`src/rtl/wm_pkg.sv`:
```
package wm_pkg;

    localparam int DEFAULT_WIDTH   = 36;
    localparam int DEFAULT_LATENCY = 3;

    typedef enum logic {
        MODE_UNSIGNED = 1'b0,
        MODE_SIGNED   = 1'b1
    } mul_mode_e;

    typedef enum logic {
        FORM_SINGLE   = 1'b0,
        FORM_PINGPONG = 1'b1
    } pipe_form_e;

    // Number of parallel lanes implied by a pipeline form.
    function automatic int lanes_for(input pipe_form_e form);
        return (form == FORM_PINGPONG) ? 2 : 1;
    endfunction

endpackage

```
`src/rtl/wm_extend.sv`:
```
module wm_extend #(
    parameter int WIDTH = wm_pkg::DEFAULT_WIDTH,
    localparam int W2   = 2 * WIDTH
) (
    input  wm_pkg::mul_mode_e mode,
    input  logic [WIDTH-1:0]  a,
    input  logic [WIDTH-1:0]  b,
    output logic [W2-1:0]     a_ext,
    output logic [W2-1:0]     b_ext
);
    logic fill_a, fill_b;

    // Signed: copy the top bit upward. Unsigned: fill with zeros.
    assign fill_a = (mode == wm_pkg::MODE_SIGNED) & a[WIDTH-1];
    assign fill_b = (mode == wm_pkg::MODE_SIGNED) & b[WIDTH-1];
    assign a_ext  = {{WIDTH{fill_a}}, a};
    assign b_ext  = {{WIDTH{fill_b}}, b};
endmodule

```
`src/rtl/wm_lane.sv`:
```
module wm_lane #(
    parameter int WIDTH   = wm_pkg::DEFAULT_WIDTH,
    parameter int LATENCY = wm_pkg::DEFAULT_LATENCY,
    localparam int W2     = 2 * WIDTH
) (
    input  logic          clk,
    input  logic          rst,
    input  logic          in_valid,
    input  logic [W2-1:0] a_ext,
    input  logic [W2-1:0] b_ext,
    output logic          out_valid,
    output logic [W2-1:0] out_prod
);
    // Stage 0 registers the extended operands and stage 1 the product.
    // The remaining stages only delay the product.
    logic [LATENCY-1:0]         vld_q;
    logic [W2-1:0]              opa_q, opb_q;
    logic [LATENCY-1:1][W2-1:0] prod_q;

    always_ff @(posedge clk) begin
        if (rst) begin
            vld_q <= '0;
        end else begin
            vld_q <= {vld_q[LATENCY-2:0], in_valid};
        end
        opa_q     <= a_ext;
        opb_q     <= b_ext;
        prod_q[1] <= opa_q * opb_q;
        for (int s = 2; s < LATENCY; s++) begin
            prod_q[s] <= prod_q[s-1];
        end
    end

    assign out_valid = vld_q[LATENCY-1];
    assign out_prod  = prod_q[LATENCY-1];

    initial begin
        if (LATENCY < 2) $error("wm_lane: LATENCY must be at least 2");
    end
endmodule

```
`src/rtl/wide_mul.sv`:
```
module wide_mul #(
    parameter int                 WIDTH   = wm_pkg::DEFAULT_WIDTH,
    parameter int                 LATENCY = wm_pkg::DEFAULT_LATENCY,
    parameter wm_pkg::pipe_form_e FORM    = wm_pkg::FORM_SINGLE
) (
    input  logic             clk,
    input  logic             rst,
    input  logic             in_valid,
    input  logic             in_signed,
    input  logic [WIDTH-1:0] in_a,
    input  logic [WIDTH-1:0] in_b,
    output logic             out_valid,
    output logic [WIDTH-1:0] out_lo,
    output logic [WIDTH-1:0] out_hi
);
    localparam int W2     = 2 * WIDTH;
    localparam int NLANES = wm_pkg::lanes_for(FORM);

    wm_pkg::mul_mode_e         mode;
    logic [W2-1:0]             a_ext, b_ext;
    logic [NLANES-1:0]         lane_in_vld, lane_out_vld;
    logic [NLANES-1:0][W2-1:0] lane_prod;
    logic [W2-1:0]             picked;

    assign mode = in_signed ? wm_pkg::MODE_SIGNED : wm_pkg::MODE_UNSIGNED;

    wm_extend #(.WIDTH(WIDTH)) u_extend (
        .mode  (mode),
        .a     (in_a),
        .b     (in_b),
        .a_ext (a_ext),
        .b_ext (b_ext)
    );

    generate
        if (NLANES == 2) begin : g_pingpong
            logic turn_q;  // 0: next operation goes to lane 0
            always_ff @(posedge clk) begin
                if (rst)           turn_q <= 1'b0;
                else if (in_valid) turn_q <= ~turn_q;
            end
            assign lane_in_vld = {in_valid & turn_q, in_valid & ~turn_q};
        end else begin : g_single
            assign lane_in_vld = in_valid;
        end

        for (genvar l = 0; l < NLANES; l++) begin : g_lane
            wm_lane #(.WIDTH(WIDTH), .LATENCY(LATENCY)) u_lane (
                .clk       (clk),
                .rst       (rst),
                .in_valid  (lane_in_vld[l]),
                .a_ext     (a_ext),
                .b_ext     (b_ext),
                .out_valid (lane_out_vld[l]),
                .out_prod  (lane_prod[l])
            );
        end
    endgenerate

    // At most one lane finishes per cycle because their issue cycles differ.
    always_comb begin
        picked = '0;
        for (int l = 0; l < NLANES; l++) begin
            if (lane_out_vld[l]) picked = lane_prod[l];
        end
    end

    assign out_valid = |lane_out_vld;
    assign out_lo    = picked[WIDTH-1:0];
    assign out_hi    = picked[W2-1:WIDTH];
endmodule

```
`config.mk`:
```
export PLATFORM = sky130hd
export DESIGN_NAME = wide_mul
export DESIGN_NICKNAME = d
export VERILOG_FILES = /design/src/rtl/wm_pkg.sv /design/src/rtl/wm_extend.sv /design/src/rtl/wm_lane.sv /design/src/rtl/wide_mul.sv
export SDC_FILE = /design/constraint.sdc
export NUM_CORES = 2
export LEC_CHECK = 0
export ABC_CLOCK_PERIOD_IN_PS = 9000
export BUFFER_PORTS_ARGS = -buffer_cell sky130_fd_sc_hd__buf_2
export CAP_MARGIN = 25
export CORE_MARGIN = 2
export CORE_UTILIZATION = 50
export CTS_BUF_LIST = sky130_fd_sc_hd__clkbuf_8
export CTS_CLUSTER_DIAMETER = 150
export CTS_CLUSTER_SIZE = 25
export DETAILED_ROUTE_END_ITERATION = 12
export PLACE_DENSITY = 0.66
export SLEW_MARGIN = 20
export SYNTH_ARGS = -nofsm -noshare
export SYNTH_HDL_FRONTEND = slang
export SYNTH_SLANG_ARGS = --single-unit
```
`constraint.sdc`:
```
create_clock -name clk -period 9 [get_ports clk]
set_clock_uncertainty 0.1 [all_clocks]
set_input_delay 0.45 -clock clk [delete_from_list [all_inputs] [get_ports clk]]
set_output_delay 0.45 -clock clk [all_outputs]
set_load 0.005 [all_outputs]
```
==> impl_metrics.ini <==
[status]
status = complete, no violations

[detailed_routing]
vias = 36500
dr.first_iter.drc_count = 2228
totalWireLength_um = 146000
detailedRoute.firstPassIterationCount = 5
drtAntennaViolNets = 0
met3RoutedLength_um = 9250
top_layer = met4
detail_route.wirelength.met1_um = 54000
wl_met2_um = 73400
remaining_drc_errors = 0
post_drt_via_cell_ratio = 5.28
wire_per_inst_um = 21.1

[cells_and_area]
postLayoutCellArea_um2 = 55900
post-route-util = 0.539
fraction_of_final_layout_cells_sized_beyond_drive_strength_1 = 0.0578
nNetsFinal = 7266
area_growth_syn_to_layout_pct = 6.49

[sta]
final_layout_worst_hold_slack_ns = 0.241
finalCriticalPeriod_ns = 8.68
finalHoldViolations = 0
setup_viol = 0
worst_slew_pin_slew_ns = 1.08
final_total_negative_setup_slack_ns = 0
fin_crit_sh = 0.964
max_slew_vio_count = 0
timing.max_slew.rel_slack = 0.276
rsz0062_at_grt = no
maximum_operating_frequency_mhz = 115

[global_route]
groute.usage.overall = 0.288
grt_overflow_total = 0
grt_first_pass_wirelength_um = 235000
largest_net_degree_at_the_start_of_global_routing = 74
grt_antenna_before_repair = 4
grt_pass1_vias = 41500

[clock_tree]
cts_buffers = 15
clkSinkCount = 221
clkSlewWorstSetupHoldPaths_ns = 0.15
cts_max_level = 1
root_buffer_selected_by_cts = sky130_fd_sc_hd__clkbuf_8
clockBufferDepth = 3
clock_insertion_delay_worst_skew_ns = 0.67
tritoncts = done

[synth]
synth_sequential_area_ratio = 0.0843
synthArstFlopShare = 0
post-synth-top-count-cell = sky130_fd_sc_hd__fa_1
netlist_top_cells_area = sky130_fd_sc_hd__fa_1 55%, sky130_fd_sc_hd__inv_1 9.7%, sky130_fd_sc_hd__dfxtp_1 8.4%, sky130_fd_sc_hd__and2_1 7.7%, sky130_fd_sc_hd__nand2_1 5.8%
syn_inst = 5489
yosys.cell_types.count = 57
syn-mean-instance-area_um2 = 9.56
count_of_flip_flops_with_a_built_in_enable_after_synthesis = 0
synth.cell_area_um2 = 52500
synth.net_count = 7224
synthTopCellsByCount = 1,433 x sky130_fd_sc_hd__fa_1, 1,351 x sky130_fd_sc_hd__inv_1, 813 x sky130_fd_sc_hd__nand2_1
ys_ff_latch = 221
synthDominantAreaCellType = sky130_fd_sc_hd__fa_1
netlist.area_leader.share = 0.546
ys_dominant_reg_cell = sky130_fd_sc_hd__dfxtp_1
synthesis.yosys.warnings = 0

[critical_path]
setup.worst_path.start_class = register
required_time_at_the_worst_slack_endpoint_ns = 9.39
critPathKind = reg2reg
worstPathArrival_ns = 9.07
worst_setup_path_end_kind = register
worst-r2r-cell-count = 26
worstPathMaxFanout = 21
rr_endpoint = g_lane[0].u_lane.prod_q[64]$_DFF_P_
rr_startpoint = g_lane[0].u_lane.opb_q[16]$_DFF_P_
r2r_setup_slack_ns = 0.32

[hold_path]
hold_class = reg2reg
worst_hold_path.endpoint = g_lane[0].u_lane.out_prod[48]$_DFF_P_
min-delay-start = g_lane[0].u_lane.prod_q[48]$_DFF_P_
min_path_cells = 0

[job]
maxCapViolCount = 0

[floorplan]
i_o_pins = 149
placementRows = 118
die_height_um = 328
core_outline_area_um2 = 104000
initial_core_util = 0.506
floorplan.die_area_um2 = 108000
die_width_um = 328

[placement]
io_buffers = 148
gp_congestion = 0.900
total_half_perimeter_wirelength_after_legalization_and_detailed_placement_um = 118000
dpl_cell_area_um2 = 54800
-- final cells by class --
class | count | area, um2
clock inverter | 6 | 103
inverter | 1351 | 5070
sequential | 221 | 4430
timing repair buffer | 350 | 2600
tap | 1380 | 1730
antenna | 5 | 12.5
clock buffer | 15 | 206
multi-input combinational | 3592 | 41800
fill | 9363 | 47900
-- sequential cells by signal (all words and copies together), names as in the netlist --
register and count:
g_lane.u_lane.prod_q 72, g_lane.u_lane.opa_q 37, g_lane.u_lane.opb_q 37, g_lane.u_lane.out_prod 72, g_lane.u_lane.vld_q 3
-- critical path: stages, from the launching register on --
cell and delay, ns:
sky130_fd_sc_hd__dfxtp_1 0.94, sky130_fd_sc_hd__buf_4 0.37, sky130_fd_sc_hd__and2_1 0.19, sky130_fd_sc_hd__fa_1 0.41, sky130_fd_sc_hd__fa_1 0.51, sky130_fd_sc_hd__inv_1 0.06, sky130_fd_sc_hd__fa_1 0.52, sky130_fd_sc_hd__inv_1 0.05
sky130_fd_sc_hd__fa_1 0.47, sky130_fd_sc_hd__fa_1 0.60, sky130_fd_sc_hd__fa_1 0.44, sky130_fd_sc_hd__fa_1 0.49, sky130_fd_sc_hd__inv_1 0.05, sky130_fd_sc_hd__fa_1 0.55, sky130_fd_sc_hd__inv_1 0.06, sky130_fd_sc_hd__ha_1 0.39
sky130_fd_sc_hd__a21oi_1 0.22, sky130_fd_sc_hd__a21boi_0 0.12, sky130_fd_sc_hd__a311o_1 0.35, sky130_fd_sc_hd__a221o_1 0.30, sky130_fd_sc_hd__a21o_1 0.19, sky130_fd_sc_hd__a21o_1 0.16, sky130_fd_sc_hd__o211ai_2 0.20, sky130_fd_sc_hd__a41o_1 0.28
sky130_fd_sc_hd__o21bai_2 0.09, sky130_fd_sc_hd__a31o_1 0.24, sky130_fd_sc_hd__xor2_1 0.14
-- stage by stage --
step / instances / worst slack, ns
global route: 6917 / 0.00594
detailed placement: 6817 / 0.480
finish: 6920 / 0.325
global placement: 6815 / 0.600
CTS: 6913 / 0.383
floorplan: 5489 / 1.14
-- cell families (layout without fill, tap and decap cells) --
| logic type | after synthesis | in the layout | share of synthesized area |
|---|---|---|---|
| AOI/OAI and AO/OA | 230 | 230 | 0.0290 |
| buffers and inverters | 1676 | 1722 | 0.120 |
| adders and majority gates | 1659 | 1659 | 0.600 |
| DFF | 221 | 221 | 0.0843 |
| xor gates and xnor gates | 90 | 90 | 0.0150 |
| and+or+nand+nor | 1613 | 1613 | 0.151 |
| other | 0 | 5 | 0 |
-- repair_timing --
action                                  4_1_cts  5_1_grt
hold buffers                                 75        0
endpoints found under the setup margin        0        1
hold endpoints to repair                     76        0
setup buffers                                 0        0
resized for setup                             0        5
-- worst max-delay path by stage --
stage                                     endpoint                               start  depth (start not counted)
4_1_cts        g_lane[0].u_lane.prod_q[64]$_DFF_P_  g_lane[0].u_lane.opb_q[16]$_DFF_P_                         26
6_report       g_lane[0].u_lane.prod_q[64]$_DFF_P_  g_lane[0].u_lane.opb_q[16]$_DFF_P_                         26
2_1_floorplan  g_lane[0].u_lane.prod_q[64]$_DFF_P_  g_lane[0].u_lane.opa_q[36]$_DFF_P_                         29
3_3_place_gp   g_lane[0].u_lane.prod_q[70]$_DFF_P_  g_lane[0].u_lane.opa_q[10]$_DFF_P_                         28
3_5_place_dp   g_lane[0].u_lane.prod_q[64]$_DFF_P_  g_lane[0].u_lane.opb_q[16]$_DFF_P_                         26
5_1_grt        g_lane[0].u_lane.prod_q[69]$_DFF_P_  g_lane[0].u_lane.opb_q[14]$_DFF_P_                         26
-- cell usage in the layout, fill, tap and decap left out, drive strengths merged, types with 3 or more instances in the layout --
master and n:
a211oi 8, a41oi 3, nand4 16, a21o 42, clkinv 3, nor3 7
o21a 7, inv 1353, buf 275, o21ai 43, xnor2 64, nor2b 35
xor2 26, a31oi 12, fa 1433, a221o 4, nand2 813, a21boi 3
diode 5, clkbuf 15, dfxtp 221, and2 645, nand2b 17, a31o 3
and3 10, nor2 46, nand3 19, o21bai 10, ha 226, a21oi 72
dlygate4sd3 75, o211ai 8
-- metal layers --
metal  up-vias  track usage
li1      15500            -
met1     19200        0.346
met2      1356        0.501
met3       447       0.0423
met4         0        0.151
met5         -            0
Power is not shown: default switching activity piles up to over one toggle a cycle in this logic, so the estimate is an artifact.
